==> src/rtl/sar_pkg.sv <==
package sar_pkg;

    localparam int unsigned SAR_BITS_DEF = 12;

    typedef enum logic [1:0] {
        SW_OPEN = 2'b00,
        SW_SIG  = 2'b01,
        SW_REF  = 2'b10,
        SW_GND  = 2'b11
    } sw_pos_e;

    typedef enum logic [1:0] {
        PH_SAMPLE,
        PH_HOLD,
        PH_TRIAL,
        PH_DONE
    } phase_e;

    function automatic sw_pos_e trial_pos(input logic kept);
        return kept ? SW_REF : SW_GND;
    endfunction

endpackage

==> src/rtl/sar_ctrl.sv <==
module sar_ctrl
    import sar_pkg::*;
#(
    parameter int unsigned N = SAR_BITS_DEF
) (
    input  logic                clk,
    input  logic                rst,
    input  logic                start,
    output phase_e              phase,
    output logic [$clog2(N)-1:0] idx
);
    localparam int unsigned IW = $clog2(N);
    localparam logic [IW-1:0] TOP_IDX = IW'(N - 1);

    always_ff @(posedge clk) begin
        if (rst) begin
            phase <= PH_SAMPLE;
            idx   <= '0;
        end else begin
            unique case (phase)
                PH_SAMPLE: if (start) phase <= PH_HOLD;
                PH_HOLD: begin
                    phase <= PH_TRIAL;
                    idx   <= TOP_IDX;
                end
                PH_TRIAL: begin
                    if (idx == '0) phase <= PH_DONE;
                    else           idx   <= idx - 1'b1;
                end
                PH_DONE:   phase <= PH_SAMPLE;
                default:   phase <= PH_SAMPLE;
            endcase
        end
    end

endmodule

==> src/rtl/sar_approx.sv <==
module sar_approx
    import sar_pkg::*;
#(
    parameter int unsigned N = SAR_BITS_DEF
) (
    input  logic                 clk,
    input  logic                 rst,
    input  phase_e               phase,
    input  logic [$clog2(N)-1:0] idx,
    input  logic                 cmp_hi,
    output logic [N-1:0]         code,
    output logic [N-1:0]         word
);
    localparam logic [N-1:0] FIRST_TRIAL = {1'b1, {(N-1){1'b0}}};

    logic [N-1:0] code_nxt;

    always_comb begin
        code_nxt = code;
        if (!cmp_hi) code_nxt[idx] = 1'b0;
        if (idx != '0) code_nxt[idx - 1'b1] = 1'b1;
    end

    always_ff @(posedge clk) begin
        if (rst) begin
            code <= '0;
            word <= '0;
        end else begin
            if (phase == PH_HOLD) begin
                code <= FIRST_TRIAL;
            end else if (phase == PH_TRIAL) begin
                code <= code_nxt;
                if (idx == '0) word <= code_nxt;
            end
        end
    end

endmodule

==> src/rtl/sar_switch_map.sv <==
module sar_switch_map
    import sar_pkg::*;
#(
    parameter int unsigned N = SAR_BITS_DEF
) (
    input  phase_e           phase,
    input  logic [N-1:0]     code,
    output logic [2*N-1:0]   sw_code,
    output logic             az_closed
);
    for (genvar i = 0; i < N; i++) begin : g_cap
        sw_pos_e pos;
        always_comb begin
            unique case (phase)
                PH_SAMPLE: pos = (i == N - 1) ? SW_SIG : SW_REF;
                PH_HOLD:   pos = SW_OPEN;
                default:   pos = trial_pos(code[i]);
            endcase
        end
        assign sw_code[2*i +: 2] = pos;
    end

    assign az_closed = (phase == PH_SAMPLE);

endmodule

==> src/rtl/sar_sequencer.sv <==
module sar_sequencer
    import sar_pkg::*;
#(
    parameter int unsigned N = SAR_BITS_DEF
) (
    input  logic           clk,
    input  logic           rst,
    input  logic           start,
    input  logic           cmp_hi,
    output logic [2*N-1:0] sw_code,
    output logic           az_closed,
    output logic           busy,
    output logic           done,
    output logic [N-1:0]   result
);
    localparam int unsigned IW = $clog2(N);

    phase_e        phase;
    logic [IW-1:0] idx;
    logic [N-1:0]  code;

    sar_ctrl #(.N(N)) u_ctrl (
        .clk   (clk),
        .rst   (rst),
        .start (start),
        .phase (phase),
        .idx   (idx)
    );

    sar_approx #(.N(N)) u_approx (
        .clk    (clk),
        .rst    (rst),
        .phase  (phase),
        .idx    (idx),
        .cmp_hi (cmp_hi),
        .code   (code),
        .word   (result)
    );

    sar_switch_map #(.N(N)) u_map (
        .phase     (phase),
        .code      (code),
        .sw_code   (sw_code),
        .az_closed (az_closed)
    );

    assign busy = (phase == PH_HOLD) || (phase == PH_TRIAL);
    assign done = (phase == PH_DONE);

endmodule

==> config.mk <==
export PLATFORM = sky130hd
export DESIGN_NAME = sar_sequencer
export DESIGN_NICKNAME = d
export VERILOG_FILES = /design/src/rtl/sar_pkg.sv /design/src/rtl/sar_ctrl.sv /design/src/rtl/sar_approx.sv /design/src/rtl/sar_switch_map.sv /design/src/rtl/sar_sequencer.sv
export SDC_FILE = /design/constraint.sdc
export NUM_CORES = 1
export LEC_CHECK = 0
export BUFFER_PORTS_ARGS = -buffer_cell sky130_fd_sc_hd__buf_2
export CORE_MARGIN = 10
export CORE_UTILIZATION = 49
export DETAILED_ROUTE_END_ITERATION = 7
export PLACE_DENSITY = 0.75
export SLEW_MARGIN = 20
export SYNTH_ARGS = -nofsm -noshare
export SYNTH_HDL_FRONTEND = slang
export SYNTH_SLANG_ARGS = --single-unit
export TNS_END_PERCENT = 10
==> constraint.sdc <==
create_clock -name clk -period 3.3 [get_ports clk]
set_clock_uncertainty 0.05 [all_clocks]
set_input_delay 0.495 -clock clk [delete_from_list [all_inputs] [get_ports clk]]
set_output_delay 0.495 -clock clk [all_outputs]
set_load 0.05 [all_outputs]
Yosys cells after proc, flatten, opt, wreduce, memory -nomap -nowiden --
Cells that the tools add are included.
Storage, ports and cells: register bits 30, latch bits 0, RAM bits 0, ROM bits 0, input bits 4, logic and storage cells 68, memories kept 0
Operators by class: $add $sub $neg 1, multiply operators 0, divide/modulo/power cells 0, $lt $le $gt $ge 4, eq/ne operators 6, shift-type cells 0, muxes and demuxes 37, bitwise logic cells 4, reductions and logical operators 11
Operators with widths (count):
- $mux W12 | 4
- $pmux W2 S2 | 12
- $mux W1 | 14
- $and A12 B12 Y12 | 1
- $not A12 Y12 | 1
- $or A12 B12 Y12 | 1
- $lt A4 B5 Y1 const B | 2
- $demux W1 S4 | 2
- $ge A4 B1 Y1 const B | 2
- $pmux W2 S4 | 1
- $pmux W4 S2 | 1
- $eq A2 B2 Y1 const B | 2
- $logic_not A4 Y1 | 1
- $mux W2 | 2
- $mux W4 | 1
- $ne A2 B2 Y1 const B | 2
- $reduce_and A2 Y1 | 2
- $reduce_bool A4 Y1 | 1
- $sub A4 B1 Y4 const B | 1
- $reduce_and A3 Y1 | 1
- $eq A2 B1 Y1 const B | 1
- $logic_and A1 B1 Y1 | 2
- $logic_not A2 Y1 | 1
- $ne A2 B1 Y1 const B | 1
- other kinds (4) | 4

Depth between registers and ports, before layout --
Gate-level depths: netlist of the first run.
depth in word-level cells 11, depth in mapped cells 8, mapped depth without buffers 6

By module --
Synthesis of the first run repeated with hierarchy kept, for this count alone.
Unflattened totals: cell total of the unflattened synthesis 204, area total of the unflattened synthesis 1858.0 um2
By module, submodules not included:
- sar_approx | instances 1, cells an instance 138, area each 1285.0 um2, sequential area each 480.5 um2
- sar_ctrl | instances 1, cells an instance 39, area each 371.6 um2, sequential area each 120.1 um2
- sar_switch_map | instances 1, cells an instance 26, area each 188.9 um2, sequential area each 0.0 um2
- sar_sequencer | instances 1, cells an instance 1, area each 12.5 um2, sequential area each 0.0 um2

Least setup slack after synthesis of the first run --
No wires, ideal clock.
path kind register to output, start register u_ctrl.phase[0], end output port sw_code[0], arrival 2.098 ns, setup slack 0.657 ns, cell stages (with the launch flop) 6, buffers on the path 1, path through dfxtp_1 inv_1 ha_1 or2_2 clkbuf_1 nor2_1
Between the ends: cells in the longest elaborated chain, start to end 2, elaborated cells between the ends (all ways) 3, those cells by class eq/ne (1); mux (1); reduce/logical (1)
Ends and longest elaborated chain:
- start: declaration | RTL line sar_ctrl.sv:9 | output phase_e phase,
- start signal: assignment | RTL line sar_ctrl.sv:17 | phase <= PH_SAMPLE;
- start signal: assignment | RTL line sar_ctrl.sv:21 | PH_SAMPLE: if (start) phase <= PH_HOLD;
- start signal: assignment | RTL line sar_ctrl.sv:23 | phase <= PH_TRIAL;
- $logic_not A2 Y1
- named net az_closed | RTL line sar_sequencer.sv:11 | output logic az_closed,
- $pmux W2 S2 | RTL line sar_switch_map.sv:14 | unique case (phase)
- end: declaration | RTL line sar_sequencer.sv:10 | output logic [2*N-1:0] sw_code,
The timed path passes the listed nets, and every way through them passes these cells.

Worst setup path after layout of the first run --
start register u_ctrl.phase[1], end output port sw_code[2]
Between the ends: cells in the longest elaborated chain, start to end 2, elaborated cells between the ends (all ways) 3, those cells by class eq/ne (1); mux (1); reduce/logical (1)
Ends and longest elaborated chain (RTL line):
- $eq A2 B1 Y1 or $logic_not A2 Y1 (tied branches) | sar_switch_map.sv:14
- $pmux W2 S2 (*) | sar_switch_map.sv:14
Mark *: on every way between the ends. The rest lies on a longest branch, timed or not.

==> results of run 1 <==
==> sequential cells by signal (all words and copies together) (netlist names) <==
register	count
u_ctrl.phase	2
u_approx.code	12
u_approx.word	12
u_ctrl.idx	4
==> critical path: cells and delay by family (launching register included) <==
family | cells | cell delay (ps)
simple gates | 2 | 570
fa+ha+maj | 1 | 270
buf+inv | 2 | 370
flops | 1 | 410
==> per-stage QoR <==
stage	area, µm²	instances	utilization (%)
floorplan	1700	200	-
global placement	1810	265	54.3
detailed placement	1810	265	54.3
CTS	1870	273	56.1
global route	1870	273	56.1
finish	1870	273	56.1
==> cells in the final DEF, fill, tap and decap left out, types with 2 or more instances in the layout <==
cell type	instances
o21bai_1	2
nor2_1	24
and2_1	2
o311a_1	7
or2_1	2
o31ai_1	2
a211oi_1	5
nand2_1	13
a41o_1	8
dfxtp_1	30
a21oi_2	2
a31oi_1	3
a21oi_1	7
o21ai_0	12
nor2b_1	2
ha_1	11
buf_2	42
o21ai_1	4
inv_1	8
o22ai_1	9
clkbuf_4	5
nand2b_1	6
nor3_1	2
==> worst max path at each step <==
| stage | from | endpoint | slack [ps] |
|---|---|---|---|
| finish | u_ctrl.phase[1]$_SDFFE_PP0P_ | sw_code[2] | 790 |
| global route | u_ctrl.phase[1]$_SDFFE_PP0P_ | sw_code[2] | 630 |
| CTS | u_ctrl.phase[1]$_SDFFE_PP0P_ | sw_code[2] | 770 |
| detailed placement | u_ctrl.idx[0]$_SDFFE_PP0P_ | u_approx.word[3]$_SDFFE_PP0P_ | 980 |
| global placement | u_ctrl.idx[0]$_SDFFE_PP0P_ | u_approx.word[3]$_SDFFE_PP0P_ | 1090 |
| floorplan | u_ctrl.phase[0]$_SDFFE_PP0P_ | sw_code[0] | 660 |
==> kinds of logic (layout without fill, tap and decap cells) <==
kind of cell / Yosys count / count (layout)
compound gates: 65 / 65
xor+xnor: 1 / 1
fa+ha+maj: 11 / 11
buf+inv: 33 / 60
flops: 30 / 30
mux: 1 / 1
simple gates: 59 / 59
==> metal layers <==
layer	part of all wire, %	up-vias	wire length [µm]
li1	-	760	-
met1	44	668	1730
met2	48	29	1910
met3	6.8	4	267
met4	1.0	0	40
met5	0	-	0
==> cell type report <==
| cell class | count | area [µm²] | share of cell area [%] |
|---|---|---|---|
| Timing Repair Buffer | 43 | 218 | 11.6 |
| Multi-Input combinational cell | 137 | 903 | 48.2 |
| Clock inverter | 1 | 5.00 | 0.267 |
| Sequential cell | 30 | 601 | 32.1 |
| Clock buffer | 7 | 55.1 | 2.94 |
| Inverter | 9 | 33.8 | 1.80 |
| Tap cell | 46 | 57.6 | 3.07 |
==> impl_metrics.tcl, run 1 <==
set metrics [dict create \
    cts_buffer_depth 2 \
    routabilityCongestion 0.843 \
    synth_xor_area_share_pct 0.516 \
    grtUsageMet3_pct 4.17 \
    ys_top_cells_by_area "dfxtp_1 35%, ha_1 8.1%, buf_4 5.3%" \
    die_area_um2 6220 \
    routed_wl_um 3950 \
    clock-sinks 30 \
    clk_latency_ps 330 \
    met2_usage_pct 21.5 \
    min_to "u_approx.word[2]$_SDFFE_PP0P_" \
    cts.repair.resized 0 \
    grt.total_usage_pct 12.6 \
    grt-busiest-layer "met2" \
    fillers 338 \
    synth_area_um2 1700 \
    finalSetupViolCount 0 \
    cts.htree.levels 2 \
    yosysMostFrequentCell "dfxtp_1" \
    tritoncts "built" \
    yosys.area_share.adder_pct 8.11 \
    start_util_pct 50.8 \
    dp_hpwl_um 2930 \
    status "finished clean" \
    die_x_um 78.8 \
    critPathKind "reg2out" \
    drive_gt1_share_pct 25.1 \
    reg2regPathDepth 6 \
    synthArstFlopShare_pct 0 \
    synth_nets 215 \
    r2r_start "u_ctrl.idx[0]$_SDFFE_PP0P_" \
    grt_pass1_wl_um 6440 \
    num_rows 21 \
    whs_ps 420 \
    yosys_most_used_dff "dfxtp_1" \
    coreArea_um2 3340 \
    timing.rr.end "u_approx.word[8]$_SDFFE_PP0P_" \
    drt-initial-drc-count 157 \
    ios 43 \
    maxCapViolCount 0 \
    cts_inserted_buffers 5 \
    synth_top_family_by_area "compound AO/OA/AOI/OAI gates" \
    synth-simple-area-share_pct 16.8 \
    endpoint_kind "primary output" \
    min_period_ps 2510 \
    num_vias 1461 \
    grt_max_degree 26 \
    max_freq_ghz 0.398 \
    drv_slew 0 \
    path_cells "inv_1, ha_1, or2_2, nor2_1, buf_2" \
    drt-pass1-iter-count 4 \
    hold_viol 0 \
    dieHeight_um 78.8 \
    relSlewSlack_pct 58.5 \
    synth-edff-count 0 \
    ant_nets 0 \
    cts_hold_buf 0 \
    overflow 0 \
    cts_setup_buffers 0 \
    use_met1_pct 14.2 \
    cp_max_fo 12 \
    drc 0 \
    synth_top_area_share_pct 35.4 \
    wl_per_cell_um 14.5 \
    cts-root-buf "clkbuf_4" \
    min_path_cells 2 \
    critPathLaunchType "flip-flop" \
    fin_crit_sh_pct 76.1 \
    cp_slowest_cell "or2_2" \
    fin_nets 241 \
    ys_ff_latch 30 \
    reg2reg_slack_ps 950 \
    worstPathRequired_ps 2750 \
    antenna_cells 0 \
    rsz0062_at_grt "false" \
    dp_slack_ps 984 \
    worst_slew_pin_slew_ps 622 \
    avgSynthCellArea_um2 8.48 \
    setup_ws_ps 788 \
    worst_ep_arrival_time_ps 1970 \
    hold_path_class "reg2reg" \
    synth-compound-area-share_pct 27.2 \
    max_stage_delay_ps 440 \
    syn_inst 200 \
    grt_pass1_vias 1341 \
    synth_mux_area_share_pct 0.590 \
    io_buffers 42 \
    antenna_found_initial 0 \
    syn_to_final_growth_pct 10.4 \
    synth_largest_area_cell "dfxtp_1" \
    clk_pin_slew_ps 100 \
    hp-start "u_approx.word[2]$_SDFFE_PP0P_" \
    seq_area_frac_synth_pct 35.4 \
    vias_per_cell 5.35 \
    fin_setup_tns_ps 0 \
    ys_top_cells_by_count "30 x dfxtp_1, 24 x nor2_1, 13 x nand2_1" \
    yosys_warnings 0 \
    synth_cell_type_count 41 \
]
Power of run 1 is left out: the tool's default activity adds up to more than one toggle a clock period on the data nets, which glitch-free logic cannot reach.
==> inputs of run 2 (changes only) <==
--- a/config.mk
+++ b/config.mk
@@ -7,7 +7,7 @@
 export LEC_CHECK = 0
 export BUFFER_PORTS_ARGS = -buffer_cell sky130_fd_sc_hd__buf_2
 export CORE_MARGIN = 10
-export CORE_UTILIZATION = 49
+export CORE_UTILIZATION = 47
 export DETAILED_ROUTE_END_ITERATION = 7
 export PLACE_DENSITY = 0.75
 export SLEW_MARGIN = 20
==> constraint.sdc (replaced) <==
create_clock -name clk -period 2.1 [get_ports clk]
set_clock_uncertainty 0.05 [all_clocks]
set_input_delay 0.315 -clock clk [delete_from_list [all_inputs] [get_ports clk]]
set_output_delay 0.315 -clock clk [all_outputs]
set_load 0.05 [all_outputs]
==> run 2 against run 1 <==
Largest cell class unchanged; sequential share of layout area down 4.0 points; critical path depth unchanged; hold slack worse by 140 ps; clock-buffer cell count down 1; utilization up 6.8 points; register-to-register slack worse by 850 ps; wire length up 8.4%; via count up 6.4%; final area up 15%; worst setup slack worse by 720 ps; critical path type unchanged.
==> impl_metrics.tcl, run 2 (synthesized netlist as in run 1, its figures left out) <==
set metrics [dict create \
    status "finished clean" \
    clk_pin_slew_ps 100 \
    clk_latency_ps 330 \
    top_regs "u_approx.code (12), u_approx.word (12), u_ctrl.idx (4)" \
    die_x_um 80.1 \
    num_rows 21 \
    cts_inserted_buffers 5 \
    worst_ep_arrival_time_ps 1670 \
    drive_gt1_share_pct 35.0 \
    syn_to_final_growth_pct 26.8 \
    drc 0 \
    reg2reg_slack_ps 100 \
    hp-start "rst" \
    worst_slew_pin_slew_ps 420 \
    hold_path_class "in2reg" \
    min_period_ps 2040 \
    coreArea_um2 3420 \
    routabilityCongestion 0.866 \
    fin_setup_tns_ps 0 \
    min_to "u_ctrl.phase[1]$_SDFFE_PP0P_" \
    rsz0062_at_grt "true" \
    cts_buffer_depth 2 \
    cts-root-buf "clkbuf_4" \
    grt.total_usage_pct 13.4 \
    min_path_cells 2 \
    antenna_found_initial 0 \
    vias_per_cell 5.49 \
    dp_hpwl_um 3130 \
    dieHeight_um 80.1 \
    final_common_cell "buf_2" \
    grt_pass1_vias 1420 \
    fin_nets 251 \
    overflow 0 \
    cts_setup_buffers 0 \
    relSlewSlack_pct 71.9 \
    hold_viol 0 \
    die_area_um2 6410 \
    maxCapViolCount 0 \
    grt_max_degree 19 \
    drt-initial-drc-count 107 \
    drt-pass1-iter-count 4 \
    num_vias 1554 \
    clock-sinks 30 \
    endpoint_kind "primary output" \
    final_cell_mix "30 x buf_2, 28 x dfxtp_1, 15 x nor2_1, 15 x buf_4, 13 x nand2_1" \
    critPathLaunchType "flip-flop" \
    grt_pass1_wl_um 6950 \
    drv_slew 0 \
    ios 43 \
    cts.htree.levels 2 \
    fin_crit_sh_pct 97.0 \
    wl_per_cell_um 15.1 \
    routed_wl_um 4280 \
    cp_max_fo 6 \
    tritoncts "built" \
    ant_nets 0 \
    finalSetupViolCount 0 \
    reg2regPathDepth 7 \
    timing.rr.end "u_ctrl.phase[1]$_SDFFE_PP0P_" \
    io_buffers 42 \
    start_util_pct 49.7 \
    antenna_cells 0 \
    max_freq_ghz 0.491 \
    critPathKind "reg2out" \
    r2r_start "u_ctrl.idx[1]$_SDFFE_PP0P_" \
    worstPathRequired_ps 1740 \
]
## run 2: metal layers
metal / global-route usage (%) / wire length, µm / part of all wire (%)
met1: 15.5 / 1800 / 42
met2: 21.8 / 2090 / 49
met3: 5.46 / 357 / 8.3
met4: 4.93 / 40 / 0.93
met5: 0 / 0 / 0
## run 2: final cells by class
| class | count | area (µm²) |
|---|---|---|
| repair buffers | 52 | 342 |
| clock inverters | 2 | 60.1 |
| well taps | 46 | 57.6 |
| clock buffers | 6 | 51.3 |
| multi-input cells | 138 | 1000 |
| inverters | 9 | 37.5 |
| flip-flops and latches | 30 | 603 |
| fillers | 311 | 1260 |
## run 2: worst max-delay path by stage
stage	startpoint	end	slack (ps)	cells past startpoint
floorplan	u_ctrl.phase[0]$_SDFFE_PP0P_	sw_code[16]	-2	4
global placement	u_ctrl.phase[0]$_SDFFE_PP0P_	sw_code[16]	120	5
detailed placement	u_ctrl.phase[0]$_SDFFE_PP0P_	sw_code[4]	60	5
CTS	u_ctrl.phase[0]$_SDFFE_PP0P_	sw_code[4]	30	5
global route	u_ctrl.phase[0]$_SDFFE_PP0P_	sw_code[10]	-20	5
finish	u_ctrl.phase[0]$_SDFFE_PP0P_	sw_code[4]	60	5
## run 2: repair_timing
| item | CTS | global route |
|---|---|---|
| gates cloned | 1 | 0 |
| gates resized for setup | 16 | 10 |
| endpoints found under the hold margin | 0 | 0 |
| endpoints found under the setup margin | 12 | 19 |
| pin swaps | 1 | 1 |
| hold buffers | 0 | 0 |
## run 2: through the flow
stage / hold slack, ps / area [µm²] / util [%] / instances / setup slack [ps]
final: 283 / 2150 / 63.0 / 283 / 64.0
after global routing: 305 / 2150 / 63.0 / 283 / -20.3
after CTS: 273 / 2110 / 61.8 / 283 / 32.3
after detailed placement: 413 / 1950 / 57.2 / 274 / 57.9
after global placement: 408 / 1950 / 57.2 / 274 / 122
after floorplan: 417 / 1770 / - / 200 / -1.86
## run 2: critical path, stage by stage, from the launching register on
cell and delay, ps:
dfxtp_2 380, inv_1 80, ha_2 240, or2_4 320, nor2_1 140, buf_6 180
Power of run 2 is left out for the same reason.
==> inputs of run 3 (changes only) <==
--- a/config.mk
+++ b/config.mk
@@ -5,11 +5,12 @@
 export SDC_FILE = /design/constraint.sdc
 export NUM_CORES = 1
 export LEC_CHECK = 0
+export ABC_AREA = 1
 export BUFFER_PORTS_ARGS = -buffer_cell sky130_fd_sc_hd__buf_2
 export CORE_MARGIN = 10
-export CORE_UTILIZATION = 47
+export CORE_UTILIZATION = 49
 export DETAILED_ROUTE_END_ITERATION = 7
-export PLACE_DENSITY = 0.75
+export PLACE_DENSITY = 0.74
 export SLEW_MARGIN = 20
 export SYNTH_ARGS = -nofsm -noshare
 export SYNTH_HDL_FRONTEND = slang
==> constraint.sdc (replaced) <==
create_clock -name clk -period 2.2 [get_ports clk]
set_clock_uncertainty 0.05 [all_clocks]
set_input_delay 0.33 -clock clk [delete_from_list [all_inputs] [get_ports clk]]
set_output_delay 0.33 -clock clk [all_outputs]
set_load 0.05 [all_outputs]
==> run 3 against run 2 <==
Critical path type unchanged; critical endpoint is now sw_code[0]; die area increased by 0.76%; wire length increased by 0.58%; register-to-register slack improved by 270 ps; flip-flop and latch count did not move.
==> impl_metrics.tcl, run 3 <==
set metrics [dict create \
    yosys_most_used_dff "dfxtp_1" \
    worstPathRequired_ps 1820 \
    dieHeight_um 80.4 \
    maxCapViolCount 0 \
    synth_cell_type_count 23 \
    routed_wl_um 4310 \
    synth_top_area_share_pct 33.6 \
    cts_inserted_buffers 5 \
    final_area_um2 2230 \
    die_area_um2 6460 \
    drive_gt1_share_pct 29.7 \
    dp_slack_ps 269 \
    drc 0 \
    ys_top_cells_by_area "dfxtp_1 34%, nand3_1 8.1%, inv_1 7.8%" \
    synth_largest_area_cell "dfxtp_1" \
    grt.total_usage_pct 14.4 \
    rsz0062_at_grt "false" \
    cts.htree.levels 2 \
    grt_pass1_vias 1670 \
    worst_ep_arrival_time_ps 1710 \
    fin_nets 305 \
    relSlewSlack_pct 68.6 \
    grt_pass1_wl_um 7500 \
    tritoncts "built" \
    min_to "u_ctrl.idx[2]$_SDFFE_PP0P_" \
    cts_buffer_depth 2 \
    r2r_start "u_ctrl.idx[0]$_SDFFE_PP0P_" \
    drt-initial-drc-count 116 \
    worst_slew_pin_slew_ps 471 \
    synth-edff-count 0 \
    syn_to_final_growth_pct 24.7 \
    synth_area_um2 1790 \
    placed_area_um2 2070 \
    io_buffers 42 \
    ys_top_cells_by_count "37 x inv_1, 37 x nand2_1, 36 x nor2_1" \
    top_regs "u_approx.code (12), u_approx.word (12), u_ctrl.idx (4)" \
    routabilityCongestion 0.903 \
    seq_area_frac_synth_pct 33.6 \
    synth_nets 271 \
    drv_slew 0 \
    cts_setup_buffers 0 \
    wl_per_cell_um 12.8 \
    vias_per_cell 4.96 \
    cts_hold_buf 0 \
    dp_hpwl_um 3360 \
    ant_nets 0 \
    coreArea_um2 3440 \
    yosys_warnings 0 \
    min_path_cells 2 \
    endpoint_kind "primary output" \
    overflow 0 \
    ios 43 \
    num_rows 21 \
    final_cell_mix "37 x nand2_1, 34 x inv_1, 34 x buf_2" \
    clk_pin_slew_ps 60 \
    timing.rr.end "u_approx.word[10]$_SDFFE_PP0P_" \
    status "finished clean" \
    cp_max_fo 8 \
    start_util_pct 51.9 \
    fillers 300 \
    reg2regPathDepth 8 \
    ys_ff_latch 30 \
    avgSynthCellArea_um2 6.98 \
    cts-root-buf "clkbuf_8" \
    antenna_cells 0 \
    hold_viol 0 \
    hold_path_class "in2reg" \
    die_x_um 80.4 \
    hp-start "rst" \
    finalSetupViolCount 0 \
    drt-pass1-iter-count 4 \
    final_common_cell "nand2_1" \
    antenna_found_initial 0 \
    critPathKind "reg2out" \
    clk_latency_ps 290 \
    synthArstFlopShare_pct 0 \
    whs_ps 206 \
    setup_ws_ps 105 \
    critPathLaunchType "flip-flop" \
    grt_max_degree 17 \
    max_freq_ghz 0.477 \
    fin_setup_tns_ps 0 \
    min_period_ps 2090 \
    syn_inst 256 \
    fin_crit_sh_pct 95.2 \
    num_vias 1666 \
    reg2reg_slack_ps 370 \
    clock-sinks 30 \
]
[run 3: cell type report]
type	instances	area (µm²)	share of cell area, %
Clock inverter	2	10.0	0.449
Inverter	41	158	7.08
Sequential cell	30	603	27.1
Clock buffer	5	68.8	3.09
Timing Repair Buffer	45	312	14.0
Multi-Input combinational cell	167	1020	45.7
Tap cell	46	57.6	2.58
[run 3: repair_timing]
| action | CTS | global route |
|---|---|---|
| gates resized for setup | 9 | 16 |
| cloned | 0 | 0 |
| endpoints found under the setup margin | 8 | 8 |
[run 3: stage by stage]
step | std cells | utilization, %
final | 336 | 64.7
after CTS | 336 | 63.0
after global routing | 336 | 64.7
after detailed placement | 329 | 60.0
after floorplan | 256 | -
after global placement | 329 | 60.0
[run 3: cells by family (layout without fill, tap and decap cells)]
logic type               after synthesis  in the layout  share of synthesized area (%)
flip-flops                            30             30                           33.6
buffers and inverters                 59             93                           15.5
AO/OA/AOI/OAI                         40             40                           13.3
adder cells (fa/ha/maj)               11             11                           7.70
AND/OR/NAND/NOR                      116            116                           29.8
[run 3: metal layers]
layer / track usage (%) / wire [µm]
met1: 16.2 / 1980
met2: 24.2 / 1990
met3: 5.46 / 284
met4: 4.93 / 57
met5: 0 / 0
[run 3: how the worst max path moves through the flow]
stage	start	to	slack, ps	cells after the start
global placement	u_ctrl.phase[1]$_SDFFE_PP0P_	sw_code[16]	320	7
finish	u_ctrl.phase[0]$_SDFFE_PP0P_	sw_code[0]	110	7
detailed placement	u_ctrl.phase[1]$_SDFFE_PP0P_	sw_code[0]	270	7
floorplan	u_ctrl.phase[1]$_SDFFE_PP0P_	sw_code[22]	-10	3
CTS	u_ctrl.phase[0]$_SDFFE_PP0P_	sw_code[0]	40	7
global route	u_ctrl.phase[0]$_SDFFE_PP0P_	sw_code[18]	20	7
[run 3: worst max-delay path, stage by stage (launching register included)]
cell        delay, ps
dfxtp_2           390
inv_2              90
ha_4              180
nor2_4            130
clkinvlp_4        190
buf_12            200
nor2_4             80
buf_6             160
Power of run 3 is left out for the same reason.
